### src/rtl/dptr_pkg.sv
package dptr_pkg;
  localparam int BYTE_W  = 8;
  localparam int PTR_W   = 2 * BYTE_W;
  localparam int NUM_PTR = 2;
  localparam int SEL_W   = (NUM_PTR > 1) ? $clog2(NUM_PTR) : 1;

  typedef logic [PTR_W-1:0]  ptr_t;
  typedef logic [BYTE_W-1:0] byte_t;

  // Next value of a pointer under the increment command (modulo 2^PTR_W).
  function automatic ptr_t ptr_step(input ptr_t v);
    return v + ptr_t'(1);
  endfunction

  // Replace one byte of a pointer; hi selects the upper byte.
  function automatic ptr_t ptr_put_byte(input ptr_t v, input logic hi, input byte_t b);
    ptr_t r;
    r = v;
    if (hi) r[PTR_W-1:BYTE_W] = b;
    else    r[BYTE_W-1:0]     = b;
    return r;
  endfunction

  // Extract one byte of a pointer.
  function automatic byte_t ptr_get_byte(input ptr_t v, input logic hi);
    return hi ? v[PTR_W-1:BYTE_W] : v[BYTE_W-1:0];
  endfunction
endpackage

### src/rtl/dptr_sfr_decode.sv
module dptr_sfr_decode
  import dptr_pkg::*;
#(
  parameter logic [7:0] PTR_BASE_ADDR = 8'h82,
  parameter logic [7:0] SEL_ADDR      = 8'hA2
) (
  input  logic [7:0]         addr,
  output logic [NUM_PTR-1:0] lo_hit,
  output logic [NUM_PTR-1:0] hi_hit,
  output logic               sel_hit,
  output logic               mapped
);
  for (genvar i = 0; i < NUM_PTR; i++) begin : g_ptr_addr
    localparam logic [7:0] LO_A = 8'(PTR_BASE_ADDR + 2 * i);
    localparam logic [7:0] HI_A = 8'(PTR_BASE_ADDR + 2 * i + 1);
    assign lo_hit[i] = (addr == LO_A);
    assign hi_hit[i] = (addr == HI_A);
  end

  assign sel_hit = (addr == SEL_ADDR);
  assign mapped  = sel_hit | (|lo_hit) | (|hi_hit);
endmodule

### src/rtl/dptr_reg.sv
module dptr_reg
  import dptr_pkg::*;
(
  input  logic  clk,
  input  logic  rst_n,
  input  logic  wr_lo,
  input  logic  wr_hi,
  input  byte_t wdata,
  input  logic  is_sel,
  input  logic  inc,
  input  logic  load,
  input  ptr_t  load_val,
  output ptr_t  value
);
  ptr_t value_q;
  ptr_t value_d;
  logic sfr_touch;

  assign sfr_touch = wr_lo | wr_hi;

  // Priority: SFR byte write, then load, then increment (the last two only when selected).
  always_comb begin
    value_d = value_q;
    if (sfr_touch)            value_d = ptr_put_byte(value_q, wr_hi, wdata);
    else if (is_sel && load)  value_d = load_val;
    else if (is_sel && inc)   value_d = ptr_step(value_q);
  end

  always_ff @(posedge clk or negedge rst_n) begin
    if (!rst_n) value_q <= '0;
    else        value_q <= value_d;
  end

  assign value = value_q;
endmodule

### src/rtl/dptr_rd_mux.sv
module dptr_rd_mux
  import dptr_pkg::*;
(
  input  logic [NUM_PTR-1:0]            lo_hit,
  input  logic [NUM_PTR-1:0]            hi_hit,
  input  logic                          sel_hit,
  input  logic [SEL_W-1:0]              sel_q,
  input  logic [NUM_PTR-1:0][PTR_W-1:0] ptrs,
  output byte_t                         rdata
);
  always_comb begin
    rdata = '0;
    if (sel_hit) rdata = BYTE_W'(sel_q);
    for (int i = 0; i < NUM_PTR; i++) begin
      if (lo_hit[i]) rdata = ptr_get_byte(ptrs[i], 1'b0);
      if (hi_hit[i]) rdata = ptr_get_byte(ptrs[i], 1'b1);
    end
  end
endmodule

### src/rtl/dptr_pair_unit.sv
module dptr_pair_unit
  import dptr_pkg::*;
#(
  parameter logic [7:0] PTR_BASE_ADDR = 8'h82,
  parameter logic [7:0] SEL_ADDR      = 8'hA2
) (
  input  logic        clk,
  input  logic        rst_n,
  input  logic [7:0]  sfr_addr,
  input  logic        sfr_we,
  input  logic [7:0]  sfr_wdata,
  output logic [7:0]  sfr_rdata,
  input  logic        ptr_inc,
  input  logic        ptr_load,
  input  logic [15:0] ptr_load_val,
  output logic [15:0] ptr_out
);
  logic [NUM_PTR-1:0]            lo_hit, hi_hit;
  logic [NUM_PTR-1:0]            wr_lo, wr_hi;
  logic                          sel_hit, addr_mapped;
  logic                          sel_wr;
  logic                          wr_hits_sel;
  logic [SEL_W-1:0]              sel_q;
  logic [NUM_PTR-1:0][PTR_W-1:0] ptr_q;

  dptr_sfr_decode #(
    .PTR_BASE_ADDR(PTR_BASE_ADDR),
    .SEL_ADDR     (SEL_ADDR)
  ) u_decode (
    .addr   (sfr_addr),
    .lo_hit (lo_hit),
    .hi_hit (hi_hit),
    .sel_hit(sel_hit),
    .mapped (addr_mapped)
  );

  assign wr_lo       = lo_hit & {NUM_PTR{sfr_we}};
  assign wr_hi       = hi_hit & {NUM_PTR{sfr_we}};
  assign sel_wr      = sel_hit & sfr_we;
  assign wr_hits_sel = wr_lo[sel_q] | wr_hi[sel_q];

  // Select register: only the low SEL_W bits are stored, upper bits are dropped.
  always_ff @(posedge clk or negedge rst_n) begin
    if (!rst_n)      sel_q <= '0;
    else if (sel_wr) sel_q <= sfr_wdata[SEL_W-1:0];
  end

  for (genvar i = 0; i < NUM_PTR; i++) begin : g_ptr
    dptr_reg u_reg (
      .clk     (clk),
      .rst_n   (rst_n),
      .wr_lo   (wr_lo[i]),
      .wr_hi   (wr_hi[i]),
      .wdata   (sfr_wdata),
      .is_sel  (sel_q == SEL_W'(i)),
      .inc     (ptr_inc),
      .load    (ptr_load),
      .load_val(ptr_load_val),
      .value   (ptr_q[i])
    );
  end

  dptr_rd_mux u_rd (
    .lo_hit (lo_hit),
    .hi_hit (hi_hit),
    .sel_hit(sel_hit),
    .sel_q  (sel_q),
    .ptrs   (ptr_q),
    .rdata  (sfr_rdata)
  );

  assign ptr_out = ptr_q[sel_q];
endmodule

### config.mk
export PLATFORM = sky130hd
export DESIGN_NAME = dptr_pair_unit
export DESIGN_NICKNAME = d
export VERILOG_FILES = /design/src/rtl/dptr_pkg.sv /design/src/rtl/dptr_sfr_decode.sv /design/src/rtl/dptr_reg.sv /design/src/rtl/dptr_rd_mux.sv /design/src/rtl/dptr_pair_unit.sv
export SDC_FILE = /design/constraint.sdc
export NUM_CORES = 1
export LEC_CHECK = 0
export ABC_AREA = 1
export BUFFER_PORTS_ARGS = -buffer_cell sky130_fd_sc_hd__buf_2
export CORE_UTILIZATION = 45
export CTS_BUF_LIST = sky130_fd_sc_hd__clkbuf_8 sky130_fd_sc_hd__clkbuf_16
export DETAILED_ROUTE_END_ITERATION = 8
export PLACE_DENSITY = 0.7
export SYNTH_ARGS = -nofsm -noshare
export SYNTH_HDL_FRONTEND = slang
export SYNTH_SLANG_ARGS = --single-unit
### constraint.sdc
create_clock -name clk -period 2.79 [get_ports clk]
set_input_delay 0 -clock clk [delete_from_list [all_inputs] [get_ports clk]]
set_output_delay 0 -clock clk [all_outputs]
set_load 0.05 [all_outputs]
## Word-level counts from Yosys, hierarchy flattened

Index checks and enable logic that the tools add are counted.
W data, S select, Z words.

- Output and inout port bits: 24
- Logic and storage cells: 50
- Bits of input ports: 37
- Register bits: 33

- $add $sub $neg: 2
- Magnitude comparators: 1
- Reduce and logical (&&, ||, !) cells: 10
- Mux-type cells: 17
- Bitwise gates (word level): 6
- Equality and inequality tests: 9

Operators by type and width:

| operator | count |
|---|---|
| $mux W16 | 8 |
| $mux W8 | 8 |
| $eq A8 B8 Y1 const B | 5 |
| $add A16 B1 Y16 const B | 2 |
| $ne A2 B2 Y1 const B | 4 |
| $reduce_and A2 Y1 | 4 |
| $reduce_bool A3 Y1 | 2 |
| $and A2 B2 Y2 | 2 |
| $logic_and A1 B1 Y1 | 4 |
| $lt A1 B2 Y1 const B | 1 |
| $or A1 B1 Y1 | 2 |
| $and A1 B1 Y1 | 1 |
| $mux W1 | 1 |
| $not A1 Y1 | 1 |

## Depth between registers and ports, before layout

Gate-level depths: netlist (run 1).

- Word-level depth: 6
- Depth in mapped cells: 11
- Gate-level depth less buffers: 10

## By module

A second synthesis (run 1) with hierarchy kept.

- Cells, all modules: 602
- Area total of the unflattened synthesis: 3549.7 µm²

By module, submodules not included:

| module | cells each | area an instance (µm²) | times used |
|---|---|---|---|
| dptr_reg | 217 | 1370.1 | 2 |
| dptr_rd_mux | 76 | 370.4 | 1 |
| dptr_pair_unit | 65 | 310.3 | 1 |
| dptr_sfr_decode | 27 | 128.9 | 1 |

## Worst setup path after synthesis (run 1)

No wires, ideal clock.

- Path kind: register -> output
- Start: register sel_q
- End: output port ptr_out[11]
- Path buffers: 2
- Required time: 2790 ps
- Stages on the path, launching flop included: 4
- Arrival: 1790 ps
- Path slack: 1000 ps
- Cell sequence: dfrtp_1 > buf_4 > clkbuf_1 > o21ai_0

- Longest elaborated chain between the ends: 2

RTL lines:

| item | RTL line | source |
|---|---|---|
| start, declared | dptr_pair_unit.sv:23 | `logic [SEL_W-1:0] sel_q;` |
| start signal, assigned | dptr_pair_unit.sv:45 | `else if (sel_wr) sel_q <= sfr_wdata[SEL_W-1:0];` |
| $mux W16 (implied by the code) (2 in series) | dptr_pair_unit.sv:72 | `assign ptr_out = ptr_q[sel_q];` |
| end, declared | dptr_pair_unit.sv:16 | `output logic [15:0] ptr_out` |

Every way passes these cells. The select of a mux whose other input is x is not followed.

## Worst setup path in the final report (run 1)

- Start: register sel_q
- End: register g_ptr[1].u_reg.value_q[3]

- Longest elaborated chain between the ends: 3
- Elaborated cells on any way between the ends: 6

RTL lines:

| item | RTL line | source |
|---|---|---|
| $logic_and A1 B1 Y1, on equally long branches | dptr_reg.sv:26, dptr_reg.sv:25 |  |
| $reduce_bool A3 Y1 (no source line) / $mux W16 (equally long branches) | -- |  |
| $reduce_and A2 Y1 (no source line) / $mux W16 (equally long branches) | -- |  |
| end signal, assigned | dptr_reg.sv:31 | `else value_q <= value_d;` |
| end, declared | dptr_reg.sv:15 | `ptr_t value_q;` |

Parallel ways exist; a longest one is shown, timed or not.
A chain may end at the register's enable or synchronous reset.

==> summary.md, run 1 <==
| Metric | Value |
|---|---|
| Relative slew slack | 0.433 |
| Vias per std cell | 5.50 |
| CP max stage cell | dfrtp_1 |
| Top cell type by total area after synthesis | dfrtp_1 |
| Post-CTS Hold Buffers | 2 |
| Initial Util | 0.474 |
| Layout cell share with drive strength beyond 1 | 0.143 |
| WP buf/inv | 1 |
| Crit-path max cell delay | 0.41 ns |
| Post-layout min period | 1.77 ns |
| Setup Buffers After CTS | 0 |
| Total CTS buffers | 5 |
| Top cells by area, synth | dfrtp_1, nand2_1, nor2_1, nand3_1, inv_1 |
| Setup WS pre-CTS | 1.07 ns |
| Drt total wl | 11.7 mm |
| Worst setup SP type | register |
| EDFF count, synth | 0 |
| ANT nets after route | 0 |
| Die area | 7620 um2 |
| Setup TNS Final | 0 ns |
| DIE WIDTH | 87.3 um |
| Async S/R FF share, synth | 1.00 |
| Largest net degree at the start of global routing | 34 |
| Post-synthesis register bit count | 33 |
| PwrDens | 633 nW/um2 |
| Grt ovf | 0 |
| Placer Congestion | 0.975 |
| Synth cell types | 27 |
| Worst hold margin | 0.0776 ns |
| CP cell instances | nand2_2, clkinv_1, a21oi_1, o21ai_0, nand3_1, nand2_1, nand2_1, nand2_1 |
| CP arrival | 1.96 ns |
| Avg Cell Area, Syn | 5.56 um2 |
| Achievable Freq | 565 MHz |
| Max cap viols | 0 |
| Worst path most repeated cell | nand2_1 |
| CTS tree | done |
| Worst-path maximum fanout | 25 |
| First-pass GRT wire length | 18.7 mm |
| Status | complete, no violations |
| Final setup fails | 0 |
| Antenna diodes | 0 |
| Vias in the first global route | 3668 |
| Buffers on Ports | 60 |
| Syn Nets | 628 |
| Top delay family on crit path | simple AND/OR/NAND/NOR gates |
| Worst-skew pair later-pin latency | 0.29 ns |
| Clock H-tree levels | 2 |
| Setup ws final | 1.02 ns |
| Final Util | 0.537 |
| Total GRT Usage | 0.325 |
| Post-layout net count | 683 |
| Worst path required time | 2.98 ns |
| Drt wl/cell | 15.8 um |
| Commonest non-fill, non-tap cells in the layout | nand2_1, nor2_1, inv_1 |
| Fin. Hold Viols | 0 |
| Initial antenna violation count | 0 |
| Cell area after synthesis | 3280 um2 |
| Cts repair resizes | 0 |
| Slew @ Worst Pin | 0.850 ns |
| Syn-to-layout area delta | 13.2% |
| Max Clock Skew | 0.00370 ns |
| Worst hold path type | input pin to register |
| IO Pins | 61 |
| Clock slew at reported path FFs | 0.07 ns |
| Tcrit/Tclk final | 0.634 |
| Main flop type after synthesis | dfrtp_1 |
| Setup CP Type | register to register |
| DR vias | 4069 |
| Max Root-Sink Buffers | 2 |
| VDD IR-drop max | 0.401 mV |
| Drc violations | 0 |
| Seq/Total Area, Yosys | 0.252 |
| DRT Pass-1 Iters | 5 |
| CTS sink cnt | 33 |
| Core region area | 6910 um2 |
| RSZ-0062 raised after global routing | false |
| YS warnings | 0 |
| Synth top area share | 0.252 |
| Iter 0 DRT Violations | 387 |
| Mapped Cells | 589 |
| Die height | 87.3 um |
| # rows | 30 |
| Root cell of the clock tree | clkbuf_8 |
| P_leak | 0.00218 uW |
| Final count of pins violating max slew | 0 |
| Setup crit end kind | register |
| Commonest non-fill, non-tap cell in the layout | nand2_1 |
| Hpwl dp | 8.99 mm |
[registers in the layout (all words and copies together), names as in the netlist]
name               cells
g_ptr.u_reg.value     32
sel_q                  1
[kinds of logic after synthesis]
kind of cell,synth area share
AND/OR/NAND/NOR,0.505
buffers and inverters,0.110
XOR/XNOR,0.00535
flip-flops,0.252
adder cells (fa/ha/maj),0.00764
AO/OA/AOI/OAI,0.120
[metrics by stage]
stage | power, uW | instances | area (um2)
global placement | 1920 | 731 | 3600
finish | 2350 | 740 | 3710
global route | 2540 | 740 | 3710
CTS | 2330 | 740 | 3710
detailed placement | 1940 | 731 | 3600
floorplan | 1620 | 589 | 3280
[area by class of cell]
class | instances | area, um2
sequential | 33 | 826
fill | 796 | 3200
tap | 96 | 120
timing repair buffer | 63 | 328
multi-input combinational | 472 | 2090
inverter | 69 | 259
clock buffer | 6 | 82.6
clock inverter | 1 | 3.75
[Yosys cell counts (2+ instances only)]
library cell / number
nand2_1: 215
nor2_1: 93
inv_1: 65
nand3_1: 49
o21ai_0: 43
dfrtp_1: 33
a21oi_1: 24
nand4_1: 11
nand2_2: 10
o22ai_1: 6
clkbuf_1: 5
buf_6: 4
o21ai_1: 4
buf_2: 3
buf_4: 3
inv_2: 3
nand3_2: 3
nor2_2: 3
or2_2: 3
ha_1: 2
[worst reg2reg max path: stages, from the launching register on]
cell	delay [ns]
dfrtp_1	0.41
nand2_2	0.37
clkinv_1	0.35
a21oi_1	0.18
o21ai_0	0.10
nand3_1	0.09
nand2_1	0.05
nand2_1	0.06
nand2_1	0.05
[metal layers]
metal | global-route usage | vias up | part of all wire
met2 | 0.479 | 228 | 0.42
met5 | 0 | - | 0
met3 | 0.0521 | 27 | 0.095
li1 | - | 1964 | -
met1 | 0.474 | 1850 | 0.45
met4 | 0.116 | 0 | 0.028
[final timing paths]
path,startpoint,end,depth (start not counted),slack (ns)
worst max-delay path,sel_q,g_ptr[1].u_reg.value[3],8,1.02
worst min-delay path,sfr_wdata[6],g_ptr[0].u_reg.value[6],5,0.08
worst max register to register,sel_q,g_ptr[1].u_reg.value[3],8,1.02
worst min register to register,g_ptr[0].u_reg.value[15],g_ptr[0].u_reg.value[15],2,0.55
max in group asynchronous,rst_n,g_ptr[1].u_reg.value[4],2,1.91
min in group asynchronous,rst_n,g_ptr[0].u_reg.value[10],2,0.35
[report_power, final]
part,total [uW],leakage [uW],switching [uW],internal (uW)
Sequential,833,0.000372,216,617
Clock,385,0.0000485,193,193
Combinational,1130,0.00176,781,346
(Power assumes the default switching activity.)
==> run 2: changes to the inputs <==
--- a/config.mk
+++ b/config.mk
@@ -10,7 +10,7 @@
 export CORE_UTILIZATION = 45
 export CTS_BUF_LIST = sky130_fd_sc_hd__clkbuf_8 sky130_fd_sc_hd__clkbuf_16
 export DETAILED_ROUTE_END_ITERATION = 8
-export PLACE_DENSITY = 0.7
+export PLACE_DENSITY = 0.72
 export SYNTH_ARGS = -nofsm -noshare
 export SYNTH_HDL_FRONTEND = slang
 export SYNTH_SLANG_ARGS = --single-unit
==> constraint.sdc (replaced) <==
create_clock -name clk -period 1.6 [get_ports clk]
set_input_delay 0 -clock clk [delete_from_list [all_inputs] [get_ports clk]]
set_output_delay 0 -clock clk [all_outputs]
set_load 0.05 [all_outputs]
==> run 2 against run 1 <==
Sequential cell count stayed put. Clock power up 61%. Power up 78%. Non-clock buffer count rose by 12. Via count up 1.7%. Wire length down 2.0%. Sequential power up 70%. Setup slack worse by 0.96 ns. Critical endpoint is now ptr_out[9]. Final cell count grew 1.9%. Register-to-register slack lost 0.92 ns. Critical path depth is 5 lower.
==> summary.md, run 2 (synthesis gave the netlist of run 1 again) <==
| Metric | Value |
|---|---|
| Status | complete, no violations |
| Setup crit end kind | output port |
| CTS sink cnt | 33 (unchanged) |
| DRT Pass-1 Iters | 5 (unchanged) |
| Pint | 2050 uW (+78%) |
| P_leak | 0.00224 uW (+3.0%) |
| Footprint of the multi-input gates | 2120 um2 (+1.6%) |
| Setup CP Type | register to output port |
| DIE WIDTH | 87.3 um (unchanged) |
| Slew @ Worst Pin | 0.818 ns (-0.0318 ns) |
| Commonest non-fill, non-tap cells in the layout | nand2_1, nor2_1, inv_1 |
| Worst setup SP type | register |
| R2r setup slk | 0.10 ns (-0.92 ns) |
| PwrDens | 1080 nW/um2 (+71%) |
| Buffers on Ports | 60 (unchanged) |
| Tcrit/Tclk final | 0.964 |
| Psw | 2130 uW (+79%) |
| Initial Util | 0.474 (unchanged) |
| Critical Path Sink | ptr_out[9] |
| Net switching fraction of the power | 0.509 (+0.00120) |
| Worst hold path type | input pin to register |
| Total CTS buffers | 5 (unchanged) |
| Antenna diodes | 0 (unchanged) |
| Setup Buffers After CTS | 0 (unchanged) |
| Storage element area | 832 um2 (+0.76%) |
| Clock H-tree levels | 2 (unchanged) |
| Drt total wl | 11.4 mm (-2.0%) |
| Grt ovf | 0 (unchanged) |
| Total GRT Usage | 0.311 (-0.0134) |
| Max Root-Sink Buffers | 2 (unchanged) |
| Critical Path Source | sel_q |
| Combinational share of power | 0.511 (+0.030) |
| RSZ-0062 raised after global routing | false |
| Clock slew at reported path FFs | 0.07 ns (about the same) |
| Sequential share of power | 0.340 (-0.015) |
| Core region area | 6910 um2 (unchanged) |
| Drc violations | 0 (unchanged) |
| First-pass GRT wire length | 18.1 mm (-3.3%) |
| IO Pins | 61 (unchanged) |
| # rows | 30 (unchanged) |
| FF-to-FF path depth | 8 (unchanged) |
| CTS tree | done |
| Die height | 87.3 um (unchanged) |
| Relative slew slack | 0.455 (+0.0212) |
| Placer Congestion | 1.02 (+4.7%) |
| VDD IR-drop max | 0.510 mV (+27%) |
| Post-layout min period | 1.54 ns |
| Worst-skew pair later-pin latency | 0.29 ns (about the same) |
| Fillers | 756 (-5.0%) |
| Largest net degree at the start of global routing | 34 (unchanged) |
| Die area | 7620 um2 (unchanged) |
| Worst-path maximum fanout | 29 (+16%) |
| Fin. Hold Viols | 0 (unchanged) |
| Max Clock Skew | 0.00414 ns (+0.000443 ns) |
| Worst path required time | 1.60 ns (-1.38 ns) |
| Achievable Freq | 648 MHz |
| Hpwl dp | 8.96 mm (-0.38%) |
| Layout cell share with drive strength beyond 1 | 0.181 (+0.0380) |
| ANT nets after route | 0 (unchanged) |
| FF-to-FF End | g_ptr[0].u_reg.value[8] |
| Iter 0 DRT Violations | 446 (+15%) |
| Commonest non-fill, non-tap cell in the layout | nand2_1 |
| Final setup fails | 0 (unchanged) |
| Post-layout net count | 696 (+1.9%) |
| CP arrival | 1.54 ns (-0.42 ns) |
| Power share of the clock group | 0.148 (-0.016) |
| Hold Path Depth | 5 (unchanged) |
| Syn-to-layout area delta | 17.7% |
| Initial antenna violation count | 0 (unchanged) |
| R2r startpoint | sel_q |
| Vias per std cell | 5.49 (-0.14%) |
| DR vias | 4140 (+1.7%) |
| Root cell of the clock tree | clkbuf_8 |
| Max reg flops | 32 (unchanged) |
| Drt wl/cell | 15.2 um (-3.9%) |
| Vias in the first global route | 3710 (+1.1%) |
| Final count of pins violating max slew | 0 (unchanged) |
| Worst hold margin | 0.0975 ns (+0.0199 ns) |
| Final Util | 0.558 (+0.0212) |
| Max cap viols | 0 (unchanged) |
-- run 2: through the flow --
step	setup TNS, ns	setup slack (ns)	total power [uW]	instance area [um2]	instances
detailed placement	0	0.111	3460	3690	743
global placement	0	0.146	3410	3690	743
global route	0	0.00228	4500	3850	754
floorplan	-1.52	-0.190	2840	3280	589
CTS	0	0.00374	4090	3790	753
finish	0	0.0574	4180	3850	754
-- run 2: per-layer routing --
metal | track usage | vias to the layer above | share of wire
met3 | 0.0597 | 43 | 0.094
met2 | 0.481 | 252 | 0.43
li1 | - | 1995 | -
met4 | 0.145 | 0 | 0.043
met5 | 0 | - | 0
met1 | 0.418 | 1850 | 0.44
-- run 2: cell type report --
cell class	instances	share of cell area
clock buffer	5	0.0179
clock inverter	3	0.00357
inverter	69	0.0678
multi-input combinational	473	0.551
sequential	33	0.216
tap	96	0.0312
timing repair buffer	75	0.113
-- run 2: power groups by stage --
| stage | sequential [uW] | clock [uW] | combinational, uW |
|---|---|---|---|
| 6_report | 1420 | 621 | 2140 |
| 5_1_grt | 1450 | 664 | 2380 |
| 4_1_cts | 1400 | 630 | 2060 |
| 3_5_place_dp | 1420 | 0 | 2050 |
| 3_3_place_gp | 1410 | 0 | 2000 |
| 2_1_floorplan | 1320 | 0 | 1520 |
-- run 2: critical path, stage by stage (launching register included) --
cell and delay (ns):
dfrtp_2 0.45, buf_6 0.19, o21ai_0 0.28, buf_2 0.32
-- run 2: worst min path at each step --
stage                     slack (ns)    startpoint                       end
final                            0.1  sfr_wdata[6]   g_ptr[1].u_reg.value[6]
after global routing            0.11  sfr_wdata[6]   g_ptr[1].u_reg.value[6]
after CTS                       0.09  sfr_wdata[6]   g_ptr[1].u_reg.value[6]
after detailed placement        0.14         rst_n  g_ptr[0].u_reg.value[12]
after global placement          0.13         rst_n  g_ptr[0].u_reg.value[12]
after floorplan                -0.30         rst_n   g_ptr[0].u_reg.value[0]
-- run 2: repair_timing --
action,in CTS,in global routing
resized for setup,0,25
endpoints found under the setup margin,0,30
hold buffers,2,0
hold endpoints to repair,34,0
